`config.mk`:
```
export PLATFORM = sky130hd
export DESIGN_NAME = atomic_lock_ctrl
export DESIGN_NICKNAME = d
export VERILOG_FILES = /design/src/rtl/atl_pkg.sv /design/src/rtl/atl_mode_decode.sv /design/src/rtl/atl_timer.sv /design/src/rtl/atl_fsm.sv /design/src/rtl/atomic_lock_ctrl.sv
export SDC_FILE = /design/constraint.sdc
export NUM_CORES = 1
export LEC_CHECK = 0
export CORE_ASPECT_RATIO = 1.2
export CORE_UTILIZATION = 45
export CTS_CLUSTER_DIAMETER = 200
export DETAILED_ROUTE_END_ITERATION = 16
export PLACE_DENSITY = 0.73
export SETUP_SLACK_MARGIN = 0.05
export SLEW_MARGIN = 15
export SYNTH_ARGS = -nofsm -noshare
export SYNTH_HDL_FRONTEND = slang
export SYNTH_SLANG_ARGS = --single-unit
```
`constraint.sdc`:
```
create_clock -name clk -period 2.3 [get_ports clk]
set_clock_uncertainty 0.2 [all_clocks]
set_input_delay 0.345 -clock clk [delete_from_list [all_inputs] [get_ports clk]]
set_output_delay 0.345 -clock clk [all_outputs]
set_load 0.01 [all_outputs]
```
`src/rtl/atl_pkg.sv`:
```
package atl_pkg;

    typedef enum logic [1:0] {
        ST_IDLE    = 2'd0,
        ST_LOCKED  = 2'd1,
        ST_EXPIRED = 2'd2
    } atl_state_e;

    typedef enum logic [1:0] {
        AM_NONE = 2'b00,
        AM_WLRR = 2'b01,
        AM_RLWR = 2'b10,
        AM_RSVD = 2'b11
    } atl_mode_e;

endpackage

```
`src/rtl/atl_mode_decode.sv`:
```
module atl_mode_decode
    import atl_pkg::*;
(
    input  logic [1:0] mode_i,
    output logic       lock_on_wr_o,
    output logic       lock_on_rd_o,
    output logic       cfg_err_o
);

    always_comb begin
        lock_on_wr_o = 1'b0;
        lock_on_rd_o = 1'b0;
        cfg_err_o    = 1'b0;
        unique case (atl_mode_e'(mode_i))
            AM_NONE: ;
            AM_WLRR: lock_on_wr_o = 1'b1;
            AM_RLWR: lock_on_rd_o = 1'b1;
            AM_RSVD: cfg_err_o    = 1'b1;
        endcase
    end

endmodule

```
`src/rtl/atl_timer.sv`:
```
module atl_timer #(
    parameter int TIMEOUT_CYCLES = 256
) (
    input  logic clk,
    input  logic rst,
    input  logic run_i,
    output logic expire_o
);

    localparam int CW = (TIMEOUT_CYCLES > 2) ? $clog2(TIMEOUT_CYCLES) : 1;
    localparam logic [CW-1:0] LAST = CW'(TIMEOUT_CYCLES - 1);

    logic [CW-1:0] cnt_q;

    // Counts locked cycles; zero in the first locked cycle.
    always_ff @(posedge clk) begin
        if (rst || !run_i) begin
            cnt_q <= '0;
        end else if (cnt_q != LAST) begin
            cnt_q <= cnt_q + CW'(1);
        end
    end

    assign expire_o = run_i && (cnt_q == LAST);

endmodule

```
`src/rtl/atl_fsm.sv`:
```
module atl_fsm
    import atl_pkg::*;
#(
    parameter int MASTER_W = 4
) (
    input  logic                clk,
    input  logic                rst,
    input  logic                hit_i,
    input  logic                wr_i,
    input  logic [MASTER_W-1:0] master_i,
    input  logic                lock_on_wr_i,
    input  logic                lock_on_rd_i,
    input  logic                expire_i,
    output logic                run_o,
    output logic                lock_o,
    output logic [MASTER_W-1:0] owner_o,
    output logic                timeout_o
);

    atl_state_e          state_q, state_d;
    logic [MASTER_W-1:0] owner_q, owner_d;
    logic                took_wr_q, took_wr_d;
    logic                take, release_hit;

    assign take        = hit_i && ((wr_i && lock_on_wr_i) || (!wr_i && lock_on_rd_i));
    assign release_hit = hit_i && (master_i == owner_q) && (wr_i != took_wr_q);

    // Next-state logic.
    always_comb begin
        state_d   = state_q;
        owner_d   = owner_q;
        took_wr_d = took_wr_q;
        unique case (state_q)
            ST_IDLE, ST_EXPIRED: begin
                if (take) begin
                    state_d   = ST_LOCKED;
                    owner_d   = master_i;
                    took_wr_d = wr_i;
                end else begin
                    state_d   = ST_IDLE;
                end
            end
            ST_LOCKED: begin
                if (release_hit) begin
                    state_d = ST_IDLE;
                end else if (expire_i) begin
                    state_d = ST_EXPIRED;
                end
            end
            default: state_d = ST_IDLE;
        endcase
    end

    // State register.
    always_ff @(posedge clk) begin
        if (rst) begin
            state_q   <= ST_IDLE;
            owner_q   <= '0;
            took_wr_q <= 1'b0;
        end else begin
            state_q   <= state_d;
            owner_q   <= owner_d;
            took_wr_q <= took_wr_d;
        end
    end

    // Outputs.
    always_comb begin
        lock_o    = 1'b0;
        run_o     = 1'b0;
        timeout_o = 1'b0;
        owner_o   = '0;
        unique case (state_q)
            ST_IDLE: ;
            ST_LOCKED: begin
                lock_o  = 1'b1;
                run_o   = 1'b1;
                owner_o = owner_q;
            end
            ST_EXPIRED: timeout_o = 1'b1;
            default: ;
        endcase
    end

endmodule

```
`src/rtl/atomic_lock_ctrl.sv`:
```
module atomic_lock_ctrl #(
    parameter int MASTER_W       = 4,
    parameter int TIMEOUT_CYCLES = 256
) (
    input  logic                clk,
    input  logic                rst,
    input  logic [1:0]          mode_i,
    input  logic                hit_i,
    input  logic                wr_i,
    input  logic [MASTER_W-1:0] master_i,
    output logic                lock_o,
    output logic [MASTER_W-1:0] owner_o,
    output logic                timeout_o,
    output logic                cfg_err_o
);

    logic lock_on_wr, lock_on_rd, run, expire;

    atl_mode_decode u_dec (
        .mode_i       (mode_i),
        .lock_on_wr_o (lock_on_wr),
        .lock_on_rd_o (lock_on_rd),
        .cfg_err_o    (cfg_err_o)
    );

    atl_timer #(.TIMEOUT_CYCLES(TIMEOUT_CYCLES)) u_tmr (
        .clk      (clk),
        .rst      (rst),
        .run_i    (run),
        .expire_o (expire)
    );

    atl_fsm #(.MASTER_W(MASTER_W)) u_fsm (
        .clk          (clk),
        .rst          (rst),
        .hit_i        (hit_i),
        .wr_i         (wr_i),
        .master_i     (master_i),
        .lock_on_wr_i (lock_on_wr),
        .lock_on_rd_i (lock_on_rd),
        .expire_i     (expire),
        .run_o        (run),
        .lock_o       (lock_o),
        .owner_o      (owner_o),
        .timeout_o    (timeout_o)
    );

endmodule

```
==> impl_metrics.json <==
{
  "status": "finished clean",
  "worstReg2RegEnd": "u_tmr.cnt_q[0]$_SDFFE_PP0P_",
  "die_y_um": 46.4,
  "vias": 640,
  "drc_errors": 0,
  "clockBufferDepth": 2,
  "setup_viol": 0,
  "synth-seq-cells": 15,
  "antennaDiodeCount": 0,
  "syn_area_per_cell_um2": 8.91,
  "design_area_um2": 952,
  "core_area_um2": 1480,
  "grt_pass1_wl_mm": 2.43,
  "place_area_um2": 925,
  "crit_family": "buffers and inverters",
  "reg2reg_depth": 5,
  "ant_nets": 0,
  "fin_crit_sh_pct": 92.3,
  "cp_max_fo": 7,
  "reg2reg_from": "u_tmr.cnt_q[0]$_SDFFE_PP0P_",
  "total_power_uw": 482,
  "synth_nets": 94,
  "post_cts_buffers": 0,
  "leakage_nw": 0.332,
  "grt.total_usage_pct": 19.1,
  "cp.required_ns": 1.75,
  "routed_wl_mm": 1.38,
  "ys_types": 30,
  "cts_resized": 0,
  "worstHoldEndpoint": "u_tmr.cnt_q[1]$_SDFFE_PP0P_",
  "final.setup.tns_ns": 0,
  "rsz0062_at_grt": "false",
  "yosysWarnings": 0,
  "grt-ovfl-total": 0,
  "fp.dieW_um": 39.0,
  "min-delay-start": "u_tmr.cnt_q[1]$_SDFFE_PP0P_",
  "slew_viol_final": 0,
  "worstMarginPinSlew_ns": 0.284,
  "power_density_nw_per_um2": 506,
  "hp-class": "reg -> reg",
  "maxCapViolCount": 0,
  "rrSetupSlack_ns": 0.60,
  "cts_root_buffer": "clkbuf_4",
  "arrival_ns": 1.58,
  "cts_tree": "yes",
  "initial_core_util_pct": 49.9,
  "cp_slowest_stage_delay_ns": 0.53,
  "drive_above_1_share_pct": 8.74,
  "numPortBuffers": 16,
  "cp_slowest_cell": "clkdlybuf4s50_1",
  "rows": 15,
  "nNetsFinal": 115,
  "die_area_um2": 1810,
  "drtPass1Iterations": 4,
  "gp_congestion": 0.701,
  "relSlewSlack_pct": 81.0,
  "hold_buffers": 0,
  "final-hold-violation-count": 0,
  "grt_max_degree": 10,
  "antenna_found_initial": 0,
  "via_per_inst": 5.33,
  "htreeDepth": 1,
  "fin_crit_ns": 2.12,
  "synth_seq_area_share_pct": 40.6,
  "cts-buffers-inserted": 3,
  "cts.clk_slew.worst_paths_ns": 0.10,
  "syn_area_um2": 739,
  "cp_cell_sequence": "nor2b_1 > buf_4 > and2_1 > clkdlybuf4s50_1",
  "path_class": "reg -> out",
  "cts.sinks": 15,
  "detail_route.wl_per_cell_um": 11.5,
  "io_pins": 17,
  "grt_pass1_vias": 545,
  "start_kind": "flop",
  "clk_latency_ns": 0.29,
  "worstSetupEndpointType": "output port",
  "synthToLayoutAreaGrowth_pct": 28.8,
  "drt_iter0_drc": 5,
  "dp_hpwl_mm": 1.06,
  "critPathBufInv": 2,
  "syn_inst": 83,
  "ir_drop_v": 0.000287,
  "whs_path_depth": 2,
  "timing.fmax_ghz": 0.471
}
power by group:
group / total (mW) / internal, mW / switching, mW
clock network: 0.153 / 0.0646 / 0.0882
logic: 0.0600 / 0.0350 / 0.0249
registers: 0.269 / 0.265 / 0.00439
cell families (layout without fill, tap and decap cells):
logic type	after synthesis	in the layout	share of synthesized area (%)
AND/OR/NAND/NOR	38	38	28.8
AO/OA/AOI/OAI	15	15	12.9
flip-flops	15	15	40.6
XOR/XNOR	7	7	8.29
multiplexers	5	5	6.77
buffers and inverters	2	22	1.01
adder cells (fa/ha/maj)	1	1	1.69
tightest hold or removal path, stage by stage, from the launching register on:
cell	delay (ns)
dfxtp_1	0.34
nand2_1	0.06
a21oi_1	0.05
worst max-delay path by stage:
stage	slack, ns	end	cells past startpoint	from
3_3_place_gp	0.19	u_fsm.owner_q[3]$_SDFFE_PP0P_	5	mode_i[1]
2_1_floorplan	0.68	u_tmr.cnt_q[0]$_SDFFE_PP0P_	6	u_tmr.cnt_q[0]$_SDFFE_PP0P_
3_5_place_dp	0.18	u_fsm.owner_q[2]$_SDFFE_PP0P_	5	mode_i[1]
4_1_cts	0.16	owner_o[0]	4	u_fsm.state_q[0]$_SDFFE_PP0P_
6_report	0.18	owner_o[0]	4	u_fsm.state_q[0]$_SDFFE_PP0P_
5_1_grt	0.06	owner_o[0]	4	u_fsm.state_q[0]$_SDFFE_PP0P_
area by class of cell:
class / instances / area, um^2
Clock buffer: 3 / 22.5
Clock inverter: 1 / 5.00
Fill cell: 125 / 531
Inverter: 1 / 3.75
Multi-Input combinational cell: 66 / 432
Sequential cell: 15 / 300
Tap cell: 17 / 21.3
Timing Repair Buffer: 17 / 168
routing by layer:
layer	share of wire, %	GRT usage [%]
met5	0	0
met4	2.0	8.28
met3	3.4	2.90
met2	46	27.0
met1	48	28.3
stage by stage:
stage                     hold WS, ns  utilization (%)  setup WS (ns)  instances
after floorplan                 0.214                -          0.675         83
after global placement          0.275             62.4          0.193        116
after detailed placement        0.288             62.4          0.180        116
after CTS                       0.300             64.2          0.158        120
after global routing            0.341             64.2         0.0586        120
final                           0.296             64.2          0.177        120
cells in the mapped netlist:
| master | n | area share (%) |
|---|---|---|
| o22ai_1 | 1 | 0.85 |
| and3_1 | 1 | 0.85 |
| a21oi_1 | 3 | 2.0 |
| nor3b_1 | 1 | 1.0 |
| o211ai_1 | 1 | 1.0 |
| nand4_1 | 3 | 2.5 |
| nand3b_1 | 1 | 1.0 |
| dfxtp_1 | 15 | 41 |
| nor2_1 | 9 | 4.6 |
| a31oi_1 | 4 | 3.4 |
| inv_1 | 1 | 0.51 |
| and4_1 | 1 | 1.2 |
| and2_2 | 1 | 1.0 |
| mux2i_1 | 5 | 6.8 |
| and2_1 | 4 | 3.4 |
| nand3_1 | 1 | 0.68 |
| clkbuf_1 | 1 | 0.51 |
| o21ai_0 | 5 | 3.4 |
| or2b_1 | 1 | 1.0 |
| nor4b_1 | 1 | 1.2 |
| xnor2_1 | 5 | 5.9 |
| xor2_1 | 2 | 2.4 |
| or2_2 | 2 | 1.7 |
| nor2b_1 | 3 | 2.5 |
| nand2_1 | 5 | 2.5 |
| or3b_1 | 1 | 1.2 |
| nor3_1 | 1 | 0.68 |
| a21oi_4 | 1 | 2.2 |
| nand2b_1 | 2 | 1.7 |
| ha_1 | 1 | 1.7 |
flip-flops by register name (all words and copies together) (netlist names):
signal           cells
u_fsm.took_wr_q      1
u_fsm.owner_q        4
u_fsm.state_q        2
u_tmr.cnt_q          8
layout by cell type, fill, tap and decap left out, types with 3 or more instances in the layout:
master / Yosys / final
mux2i_1: 5 / 5
clkbuf_4: 0 / 3
a21oi_1: 3 / 3
and2_1: 4 / 4
a31oi_1: 4 / 4
dfxtp_1: 15 / 15
o21ai_0: 5 / 5
nand4_1: 3 / 3
clkdlybuf4s50_1: 0 / 16
nor2_1: 9 / 9
xnor2_1: 5 / 5
nand2_1: 5 / 5
nor2b_1: 3 / 3
No activity file was read; power rests on OpenSTA's default activity.
